<file path="config.mk">
export PLATFORM = sky130hd
export DESIGN_NAME = keyed_watchdog
export DESIGN_NICKNAME = d
export VERILOG_FILES = /design/src/rtl/keyed_watchdog_pkg.sv /design/src/rtl/keyed_watchdog_ctrl.sv /design/src/rtl/keyed_watchdog_datapath.sv /design/src/rtl/keyed_watchdog.sv
export SDC_FILE = /design/constraint.sdc
export NUM_CORES = 1
export LEC_CHECK = 0
export BUFFER_PORTS_ARGS = -buffer_cell sky130_fd_sc_hd__buf_2
export CORE_MARGIN = 1.5
export CORE_UTILIZATION = 51
export CTS_BUF_LIST = sky130_fd_sc_hd__clkbuf_8 sky130_fd_sc_hd__clkbuf_16
export DETAILED_ROUTE_END_ITERATION = 8
export PLACE_DENSITY = 0.76
export SYNTH_ARGS = -nofsm -noshare
export SYNTH_HDL_FRONTEND = slang
export SYNTH_SLANG_ARGS = --single-unit
</file>
<file path="constraint.sdc">
create_clock -name clk -period 2.8 [get_ports clk]
set_input_delay 0.56 -clock clk [delete_from_list [all_inputs] [get_ports clk]]
set_output_delay 0.56 -clock clk [all_outputs]
set_load 0.02 [all_outputs]
</file>
<file path="src/rtl/keyed_watchdog_pkg.sv">
package keyed_watchdog_pkg;
  localparam int ADDR_W = 2;
  localparam int KEY_W  = 16;

  localparam logic [ADDR_W-1:0] ADDR_KEY = 2'd0;
  localparam logic [ADDR_W-1:0] ADDR_PSC = 2'd1;
  localparam logic [ADDR_W-1:0] ADDR_RLD = 2'd2;

  localparam logic [KEY_W-1:0] KEY_START   = 16'hCCCC;
  localparam logic [KEY_W-1:0] KEY_REFRESH = 16'hAAAA;
  localparam logic [KEY_W-1:0] KEY_UNLOCK  = 16'h5555;
  localparam logic [KEY_W-1:0] KEY_LOCK    = 16'h0000;

  // control -> datapath strobes
  typedef struct packed {
    logic start;
    logic refresh;
    logic pscWe;
    logic rldWe;
    logic run;
  } wdgStrobe_t;
endpackage

</file>
<file path="src/rtl/keyed_watchdog_ctrl.sv">
module keyed_watchdog_ctrl
  import keyed_watchdog_pkg::*;
#(
  parameter int DATA_W = 16
) (
  input  logic              clk,
  input  logic              rstN,
  input  logic              wrEn,
  input  logic [ADDR_W-1:0] wrAddr,
  input  logic [DATA_W-1:0] wrData,
  output wdgStrobe_t        stb
);
  logic unlockedQ;
  logic runQ;
  logic keyHit;
  logic [KEY_W-1:0] keyVal;

  assign keyHit = wrEn && (wrAddr == ADDR_KEY);
  assign keyVal = wrData[KEY_W-1:0];

  always_comb begin
    stb.start   = keyHit && (keyVal == KEY_START) && !runQ;
    stb.refresh = keyHit && (keyVal == KEY_REFRESH);
    stb.pscWe   = wrEn && (wrAddr == ADDR_PSC) && unlockedQ;
    stb.rldWe   = wrEn && (wrAddr == ADDR_RLD) && unlockedQ;
    stb.run     = runQ;
  end

  always_ff @(posedge clk) begin
    if (!rstN) begin
      unlockedQ <= 1'b0;
      runQ      <= 1'b0;
    end else if (keyHit) begin
      case (keyVal)
        KEY_REFRESH: unlockedQ <= 1'b0;
        KEY_UNLOCK:  unlockedQ <= 1'b1;
        KEY_LOCK:    unlockedQ <= 1'b0;
        KEY_START:   runQ      <= 1'b1;
        default: ;
      endcase
    end
  end

  // a running watchdog stays running
  assert_run_sticky_R8: assert property (@(posedge clk) disable iff (!rstN)
    runQ |=> runQ);

  // a refresh leaves the configuration locked
  assert_refresh_locks_R3: assert property (@(posedge clk) disable iff (!rstN)
    stb.refresh |=> !unlockedQ);

  // access is granted exactly after an unlock key
  assert_unlock_grants_R4: assert property (@(posedge clk) disable iff (!rstN)
    (keyHit && keyVal == KEY_UNLOCK) |=> unlockedQ);
endmodule

</file>
<file path="src/rtl/keyed_watchdog_datapath.sv">
module keyed_watchdog_datapath
  import keyed_watchdog_pkg::*;
#(
  parameter int DATA_W     = 16,
  parameter int RLD_W      = 12,
  parameter int PSC_W      = 3,
  parameter int BASE_SHIFT = 2,
  parameter int MAX_SHIFT  = 6
) (
  input  logic             clk,
  input  logic             rstN,
  input  wdgStrobe_t       stb,
  input  logic [DATA_W-1:0] wrData,
  output logic [RLD_W-1:0] countOut,
  output logic             timeoutPulse
);
  localparam int DIV_W = BASE_SHIFT + MAX_SHIFT;

  logic [PSC_W-1:0] pscQ;
  logic [RLD_W-1:0] rldQ;
  logic [RLD_W-1:0] cntQ;
  logic [DIV_W-1:0] divCntQ;
  logic             pulseQ;
  logic [PSC_W-1:0] effShift;
  logic [DIV_W:0]   divLastWide;
  logic [DIV_W-1:0] divLast;
  logic             tick;

  // codes above the top divisor saturate
  assign effShift    = (pscQ > PSC_W'(MAX_SHIFT)) ? PSC_W'(MAX_SHIFT) : pscQ;
  assign divLastWide = ((DIV_W+1)'(1) << (BASE_SHIFT + int'(effShift))) - (DIV_W+1)'(1);
  assign divLast     = divLastWide[DIV_W-1:0];
  // >= copes with a divisor shrunk mid-period
  assign tick        = stb.run && (divCntQ >= divLast);

  always_ff @(posedge clk) begin
    if (!rstN) begin
      pscQ    <= '0;
      rldQ    <= '1;
      cntQ    <= '1;
      divCntQ <= '0;
      pulseQ  <= 1'b0;
    end else begin
      pulseQ <= 1'b0;
      if (stb.pscWe) pscQ <= wrData[PSC_W-1:0];
      if (stb.rldWe) rldQ <= wrData[RLD_W-1:0];
      if (stb.start || stb.refresh) begin
        cntQ    <= rldQ;
        divCntQ <= '0;
      end else if (stb.run) begin
        if (tick) begin
          divCntQ <= '0;
          if (cntQ == '0) begin
            cntQ   <= rldQ;
            pulseQ <= 1'b1;
          end else begin
            cntQ <= cntQ - 1'b1;
          end
        end else begin
          divCntQ <= divCntQ + 1'b1;
        end
      end
    end
  end

  assign countOut     = cntQ;
  assign timeoutPulse = pulseQ;

  // idle and untouched, the count holds
  assert_idle_hold_R1: assert property (@(posedge clk) disable iff (!rstN)
    (!stb.run && !stb.start && !stb.refresh) |=> $stable(cntQ));

  // pulse lasts one cycle
  assert_pulse_single_R7: assert property (@(posedge clk) disable iff (!rstN)
    pulseQ |=> !pulseQ);

  // a pulse comes with a refill from the reload register
  assert_pulse_refill_R7: assert property (@(posedge clk) disable iff (!rstN)
    pulseQ |-> (cntQ == $past(rldQ)));

  // no timeout unless running
  assert_pulse_needs_run_R8: assert property (@(posedge clk) disable iff (!rstN)
    pulseQ |-> $past(stb.run));
endmodule

</file>
<file path="src/rtl/keyed_watchdog.sv">
module keyed_watchdog
  import keyed_watchdog_pkg::*;
#(
  parameter int DATA_W     = 16,
  parameter int RLD_W      = 12,
  parameter int PSC_W      = 3,
  parameter int BASE_SHIFT = 2,
  parameter int MAX_SHIFT  = 6
) (
  input  logic              clk,
  input  logic              rstN,
  input  logic              wrEn,
  input  logic [1:0]        wrAddr,
  input  logic [DATA_W-1:0] wrData,
  output logic [RLD_W-1:0]  countOut,
  output logic              timeoutPulse
);
  wdgStrobe_t stb;

  keyed_watchdog_ctrl #(.DATA_W(DATA_W)) ctrl_i (
    .clk    (clk),
    .rstN   (rstN),
    .wrEn   (wrEn),
    .wrAddr (wrAddr),
    .wrData (wrData),
    .stb    (stb)
  );

  keyed_watchdog_datapath #(
    .DATA_W     (DATA_W),
    .RLD_W      (RLD_W),
    .PSC_W      (PSC_W),
    .BASE_SHIFT (BASE_SHIFT),
    .MAX_SHIFT  (MAX_SHIFT)
  ) dp_i (
    .clk          (clk),
    .rstN         (rstN),
    .stb          (stb),
    .wrData       (wrData),
    .countOut     (countOut),
    .timeoutPulse (timeoutPulse)
  );
endmodule

</file>
# Yosys cells after proc, flatten, opt, wreduce, memory -nomap -nowiden

Cells that the tools add are included.
W data, S select, Z words.

Flip-flop bits (word level): 38
Bits in latches: 0
RAM bits: 0
Memory bits (read-only): 0
Output and inout bits: 13
Word-level logic and storage cells: 53
Memories: 0

Add/sub/neg operators: 4
$mul: 0
Div/mod/pow operators: 0
Order comparisons: 2
Eq/ne operators: 5
Shift-type cells: 1
Mux-type cells: 8
Bitwise gates (word level): 3
Reduce and logical (&&, ||, !) cells: 23

Operators with widths:

| operator                | count |
|---|---|
| $mux W12                | 4 |
| $eq A16 B16 Y1 const B  | 2 |
| $shl A1 B32 Y8 const A  | 1 |
| $eq A16 B15 Y1 const B  | 1 |
| $logic_not A16 Y1       | 1 |
| $logic_not A12 Y1       | 1 |
| $sub A12 B1 Y12 const B | 1 |
| $logic_and A1 B1 Y1     | 9 |
| $add A8 B1 Y8 const B   | 1 |
| $ge A8 B8 Y1            | 1 |
| $mux W8                 | 1 |
| $sub A8 B2 Y8 const B   | 1 |
| $reduce_and A2 Y1       | 3 |
| $reduce_bool A2 Y1      | 3 |
| $add A2 B3 Y4 const A   | 1 |
| $reduce_or A2 Y1        | 2 |
| $reduce_or A4 Y1        | 1 |
| $gt A3 B3 Y1 const B    | 1 |
| $mux W3                 | 1 |
| $not A1 Y1              | 3 |
| $eq A2 B1 Y1 const B    | 1 |
| $eq A2 B2 Y1 const B    | 1 |
| $logic_not A2 Y1        | 1 |
| $pmux W1 S2             | 1 |
| other kinds (3)         | 3 |

# Longest topological paths before layout

Gate-level depths: netlist (run 1).

Word-level depth: 10
Mapped depth: 12
Gate-level depth less buffers: 11

# Modules after synthesis

Synthesis (run 1) repeated with hierarchy kept, for this count alone.

Cell total of the unflattened synthesis: 240
Area total of the unflattened synthesis: 2157.1 um^2

Modules (own cells, without submodules):

| module                  | instances | cells an instance | area an instance (um^2) |
|---|---|---|---|
| keyed_watchdog_datapath | 1         | 213               | 1943.1 |
| keyed_watchdog_ctrl     | 1         | 27                | 214.0 |

# Worst setup path after synthesis (run 1)

Ideal clock, no wire load.

Path type: register to register
Start: register dp_i.pscQ[1]
End: register dp_i.divCntQ[0]
Setup time: 0.067 ns
Data arrival time: 2.654 ns
Slack: 0.079 ns
Stages on the path, launching flop included: 13
Clock period less this slack: 2.721 ns
Cell sequence: dfxtp_1 -> inv_1 -> ha_1 -> nor3b_1 -> xnor2_1 -> nor2_1 -> ha_1 -> nand2_1 -> o21ai_0 -> o21ai_0 -> clkbuf_1 -> nand3_1 -> nor2_1

Longest elaborated chain between the ends: 8

RTL lines:

| item                     | line                          | RTL |
|---|---|---|
| start: declaration       | keyed_watchdog_datapath.sv:19 | `logic [PSC_W-1:0] pscQ;` |
| start signal: assignment | keyed_watchdog_datapath.sv:45 | `if (stb.pscWe) pscQ <= wrData[PSC_W-1:0];` |
| $gt A3 B3 Y1             | keyed_watchdog_datapath.sv:30 | `assign effShift = (pscQ > PSC_W'(MAX_SHIFT)) ? PSC_W'(MAX_SHIFT) : pscQ;` |
| $mux W3 *                | keyed_watchdog_datapath.sv:30 |  |
| $add A2 B3 Y4 *          | keyed_watchdog_datapath.sv:31 | `assign divLastWide = ((DIV_W+1)'(1) << (BASE_SHIFT + int'(effShift))) - (DIV_W+1)'(1);` |
| $shl A1 B32 Y8 *         | keyed_watchdog_datapath.sv:31 |  |
| $sub A8 B2 Y8 *          | keyed_watchdog_datapath.sv:31 |  |
| $ge A8 B8 Y1 *           | keyed_watchdog_datapath.sv:34 | `assign tick = stb.run && (divCntQ >= divLast);` |
| $logic_and A1 B1 Y1 *    | keyed_watchdog_datapath.sv:34 |  |
| $mux W8 *                | keyed_watchdog_datapath.sv:51 | `if (tick) begin` |
| end signal: assignment   | keyed_watchdog_datapath.sv:60 | `divCntQ <= divCntQ + 1'b1;` |
| end: declaration         | keyed_watchdog_datapath.sv:22 | `logic [DIV_W-1:0] divCntQ;` |

Mark *: on every way between the ends. The rest lies on a longest branch, timed or not.
A chain may end at the register's enable or synchronous reset.

# Worst setup path in the final report (run 1)

Start: register dp_i.pscQ[1]
End: register dp_i.cntQ[11] (netlist: dp_i.countOut[11])

Longest elaborated chain between the ends: 9

RTL lines:

| item                           | line                          | RTL |
|---|---|---|
| $gt A3 B3 Y1                   | keyed_watchdog_datapath.sv:30 |  |
| $mux W3 *                      | keyed_watchdog_datapath.sv:30 |  |
| $add A2 B3 Y4 *                | keyed_watchdog_datapath.sv:31 |  |
| $shl A1 B32 Y8 *               | keyed_watchdog_datapath.sv:31 |  |
| $sub A8 B2 Y8 *                | keyed_watchdog_datapath.sv:31 |  |
| $ge A8 B8 Y1 *                 | keyed_watchdog_datapath.sv:34 |  |
| $logic_and A1 B1 Y1 *          | keyed_watchdog_datapath.sv:34 |  |
| $reduce_bool A2 Y1 (no line) * | n/a                           |  |
| $reduce_and A2 Y1 (no line) *  | n/a                           |  |
| end signal: assignment         | keyed_watchdog_datapath.sv:48 | `cntQ <= rldQ;` |
| end signal: assignment         | keyed_watchdog_datapath.sv:54 | `cntQ <= rldQ;` |
| end signal: assignment         | keyed_watchdog_datapath.sv:57 | `cntQ <= cntQ - 1'b1;` |
| end: declaration               | keyed_watchdog_datapath.sv:21 | `logic [RLD_W-1:0] cntQ;` |

Marked as above.

==> metrics.cfg, run 1 <==
[cts]
path_clk_slew_ns = 0.08
cts_buffers = 5
cts_root_buf = clkbuf_8
cts_buffer_depth = 2
htreeDepth = 2
clock_latency_ns = 0.30
cts_sinks = 38
cts_tree = yes

[min_path]
hp-class = register to register

[drt]
routed_via_density = 5.96
drt_iter0_markers = 159
drc = 0
drt_first_pass_iters = 4
wl_per_cell_um = 15.4
vias = 2122
postRouteAntennaNets = 0
wirelength_um = 5470

[final_layout]
stdcell_count = 356
drive_gt1_frac = 0.239
area_growth_pct = 18.6
final_nets = 340
fillers = 352
utilization = 0.644
final_common_cell = nand2_1
mostFrequentLayoutCells = nand2_1, dfxtp_1, buf_2
n_antenna_cell = 0

[synth]
syn_area_mm2 = 0.00222
synth_top_flop_cell = dfxtp_1
synth_edf_count = 0
synth_seq_area_share = 0.343
yosysUniqueCellTypes = 51
yosysWarnings = 0
async_flop_share = 0
netlist_instances = 265
syn_area_per_cell_um2 = 8.38
synth_nets = 300
ys_ff_latch = 38

[global_routing]
grt_pass1_wl_um = 8710
grt_usage = 0.249
grt_pass1_vias = 1882
grt_max_degree = 28
antenna_found_initial = 0
grt_overflow = 0

[timing]
maxSlewHeadroom = 0.459
worstMarginPinSlew_ns = 0.810
rsz0062_at_grt = yes
period_needed_ns = 2.74
holdWs_ns = 0.480
layout_setup_ws_ns = 0.0594
hold_viol = 0
setup_viol = 0
skew_ns = 0.00800
max_freq_mhz = 365
maxSlewViolCount = 0
fin_crit_sh = 0.979

[floorplanning]
io_pins = 34
start_util = 0.543
die_h_um = 69.0
die_x_um = 69.0
core_area_mm2 = 0.00409
dieArea_mm2 = 0.00476
std_cell_rows = 23

[worst_setup_path]
cp_top_family = compound AO/OA/AOI/OAI gates
critPathBufInv = 2
cp.required_ns = 3.04
critPathMaxStageDelay_ns = 0.48
worst-setup-path-type = register to register
end_kind = register
startpoint_type = register
cp_slowest_cell = a2111oi_0
path_max_fanout = 5
crit_chain = buf_4 -> ha_1 -> nor4b_2 -> xor2_1 -> ha_1 -> nand4_1 -> a21o_1 -> a2111oi_0 -> buf_4 -> o22ai_1 -> a2bb2oi_1
arrival_ns = 2.98

[place]
hpwlAfterDp_um = 3930
placed_cells = 348
gp_congestion = 0.947
pre_cts_slack_ns = -0.0617
port_buffers = 33

[pwr]
irDropWorstVdd_mv = 0.225
leakage_nw = 1.07
p_per_area_mw_per_mm2 = 400

[run]
drv_cap = 0

[run_status]
status = completed

## kinds of logic after synthesis
logic type      Yosys count  share of synthesized area
compound gates           51                      0.178
xor+xnor                  9                     0.0355
fa+ha+maj                14                     0.0789
buf+inv                  24                     0.0507
flops                    38                      0.343
mux                       4                     0.0180
simple gates            125                      0.297
## synth_stat cells, drive strengths merged, types with 5 or more instances
cell     instances  area, um^2
inv             13        48.8
nand2           38         143
o21ai            5        25.0
ha              14         175
xor2             5        43.8
nor4             6        58.8
a21oi            7        35.0
dfxtp           38         761
clkbuf           6        22.5
nor3             6        30.0
nand3           19        95.1
buf              5        41.3
o2111ai          6        52.6
nor2            26        97.6
nand4            8        50.1
## worst reg2reg max path, delay by kind of cell (launching register included)
family,cells,cell delay [ns]
xor gates and xnor gates,1,0.12
and+or+nand+nor,2,0.42
AOI/OAI and AO/OA,4,0.93
buffers and inverters,2,0.33
adders and majority gates,2,0.55
DFF,1,0.33
## per-layer routing
metal | vias up | part of all wire | global-route usage
met3 | 11 | 0.062 | 0.0487
met2 | 74 | 0.46 | 0.397
met5 | - | 0 | 0
li1 | 1068 | - | -
met4 | 0 | 0.017 | 0.0760
met1 | 969 | 0.46 | 0.339
## state kept, by name, indices dropped and copies added (netlist names)
name / cells
dp_i.divCntQ: 8
ctrl_i.unlockedQ: 1
dp_i.rldQ: 12
ctrl_i.runQ: 1
dp_i.timeoutPulse: 1
dp_i.countOut: 12
dp_i.pscQ: 3
## metrics by stage
step	power (mW)	area (um^2)	TNS, ns
after floorplan	0.567	2220	0
after global placement	0.592	2470	0
after detailed placement	0.593	2470	-0.0617
after CTS	1.06	2580	0
after global routing	1.09	2630	-0.189
final	1.05	2630	0
## power by group
group          internal, mW  total, mW  switching (mW)
registers             0.540      0.540     0.000000652
clock network         0.265      0.471           0.206
logic                0.0165     0.0409          0.0244
## timing repair
item,CTS,global route
resized for setup,2,12
pin swaps,0,1
hold buffers,0,0
hold endpoints to repair,0,0
endpoints found under the setup margin,13,20
setup buffers,0,0
## path summary, 6_finish.rpt
path	startpoint	end	slack, ns	depth (start not counted)
worst max-delay path	dp_i.pscQ[1]$_SDFFE_PN0P_	dp_i.countOut[11]$_SDFFE_PN1P_	0.06	11
worst min-delay path	dp_i.rldQ[1]$_SDFFE_PN1P_	dp_i.rldQ[1]$_SDFFE_PN1P_	0.48	2
worst max register to register	dp_i.pscQ[1]$_SDFFE_PN0P_	dp_i.countOut[11]$_SDFFE_PN1P_	0.06	11
worst min register to register	dp_i.rldQ[1]$_SDFFE_PN1P_	dp_i.rldQ[1]$_SDFFE_PN1P_	0.48	2
## layout make-up
| class | instances | area, um^2 | area share |
|---|---|---|---|
| multi-input cells | 203 | 1400 | 0.530 |
| repair buffers | 44 | 248 | 0.0941 |
| clock buffers | 5 | 68.8 | 0.0261 |
| well taps | 50 | 62.6 | 0.0238 |
| clock inverters | 3 | 45.0 | 0.0171 |
| inverters | 13 | 48.8 | 0.0185 |
| flip-flops and latches | 38 | 763 | 0.290 |
Note: power is estimated with default switching activity, not from simulation.
==> inputs of run 2 (changes only) <==
Settings changed: CORE_UTILIZATION 51 to 61, PLACE_DENSITY 0.76 to 0.85.
Clock period 2.8 ns to 3.48 ns, I/O delays scaled along.
==> metrics.cfg, run 2 (same netlist as run 1, synthesis figures left out) <==
[floorplanning]
dieArea_mm2 = 0.00401
io_pins = 34
core_area_mm2 = 0.00342
die_x_um = 63.3
std_cell_rows = 21
die_h_um = 63.3
start_util = 0.650

[global_routing]
grt_overflow = 0
grt_pass1_wl_um = 9100
antenna_found_initial = 0
grt_pass1_vias = 2003
grt_max_degree = 28
grt_usage = 0.289

[final_layout]
drive_gt1_frac = 0.181
n_antenna_cell = 0
area_growth_pct = 13.6
stdcell_count = 345
mostFrequentLayoutCells = nand2_1, dfxtp_1, buf_2
final_nets = 333

[timing]
final.setup.tns_ns = 0
hold_viol = 0
period_needed_ns = 3.09
holdWs_ns = 0.479
fin_crit_sh = 0.889
layout_setup_ws_ns = 0.388
max_freq_mhz = 323
maxSlewHeadroom = 0.455
maxSlewViolCount = 0
setup_viol = 0
rsz0062_at_grt = no
skew_ns = 0.00322
worstMarginPinSlew_ns = 0.815

[cts]
cts_buffer_depth = 2
cts_sinks = 38
cts_buffers = 5
cts_tree = yes
postCtsSetupRepairBufs = 0
postCtsHoldBufs = 0
cts-resized-gates = 0
path_clk_slew_ns = 0.08
clock_latency_ns = 0.30
htreeDepth = 2
cts_root_buf = clkbuf_8

[worst_setup_path]
critPathBufInv = 2
arrival_ns = 3.30
cp_top_family = compound AO/OA/AOI/OAI gates
startpoint_type = register
cp.required_ns = 3.69
path_max_fanout = 14
worstReg2RegStart = dp_i.pscQ[1]$_SDFFE_PN0P_
crit_chain = inv_1 -> ha_1 -> nor3b_1 -> xnor2_1 -> nor2_1 -> ha_1 -> a21oi_1 -> o21ai_0 -> o21ai_0 -> buf_4 -> o22a_1 -> a2bb2oi_1
startpoint = dp_i.pscQ[1]$_SDFFE_PN0P_
end_kind = register
critPathMaxStageDelay_ns = 0.42
worst-setup-path-type = register to register
cp_slowest_cell = dfxtp_1

[drt]
drc = 0
postRouteAntennaNets = 0
wl_per_cell_um = 16.0
drt_first_pass_iters = 5
routed_via_density = 6.32
wirelength_um = 5530
drt_iter0_markers = 230
vias = 2181

[place]
port_buffers = 33
gp_congestion = 0.921
hpwlAfterDp_um = 3970
pre_cts_slack_ns = 0.500
placed_cells = 337

[min_path]
hold_path_startpoint = dp_i.rldQ[1]$_SDFFE_PN1P_
hp-class = register to register

[pwr]
irDropWorstVdd_mv = 0.323
p_per_area_mw_per_mm2 = 336
leakage_nw = 1.02

[run_status]
status = completed

[run]
drv_cap = 0

run 2: cell types whose count changed in the layout (fill, tap and decap cells not counted), moves of 2 or more:
cell     delta
inv_2       -2
inv_1       +2
buf_4       -7
dfxtp_2     -2
dfxtp_1     +2
run 2: worst paths after layout:
| path | to | slack (ns) | cells past startpoint |
|---|---|---|---|
| min | dp_i.rldQ[1]$_SDFFE_PN1P_ | 0.48 | 2 |
| max reg2reg | dp_i.countOut[11]$_SDFFE_PN1P_ | 0.39 | 12 |
| min reg2reg | dp_i.rldQ[1]$_SDFFE_PN1P_ | 0.48 | 2 |
| max | dp_i.countOut[11]$_SDFFE_PN1P_ | 0.39 | 12 |
run 2: cell type report:
cell class	instances	area, um^2
repair buffers	37	195
clock inverters	3	45.0
fillers	264	893
well taps	46	57.6
clock buffers	5	68.8
multi-input cells	203	1350
flip-flops and latches	38	761
inverters	13	48.8
run 2: report_power, final:
part | switching [mW] | internal (mW) | total, mW | leakage, nW
logic | 0.0199 | 0.0132 | 0.0331 | 0.666
clock network | 0.168 | 0.213 | 0.381 | 0.0504
registers | 0.000000702 | 0.434 | 0.434 | 0.307
total | 0.188 | 0.661 | 0.849 | 1.02
run 2: routing by layer:
| metal | part of all wire | up-vias | GRT usage |
|---|---|---|---|
| met5 | 0 | - | 0 |
| met4 | 0.013 | 0 | 0.114 |
| met3 | 0.089 | 7 | 0.0661 |
| met2 | 0.47 | 101 | 0.472 |
| met1 | 0.43 | 1023 | 0.369 |
| li1 | - | 1050 | - |
run 2: through the flow:
stage	util	power, mW	cell area, um^2
3_5_place_dp	0.705	0.477	2410
5_1_grt	0.738	0.869	2520
6_report	0.738	0.849	2520
2_1_floorplan	-	0.456	2220
4_1_cts	0.738	0.846	2520
3_3_place_gp	0.705	0.477	2410
run 2: worst min-delay path: cells and delay by family, from the launching register on:
kind / cells / cell delay [ns]
AND/OR/NAND/NOR: 2 / 0.11
flip-flops: 1 / 0.32
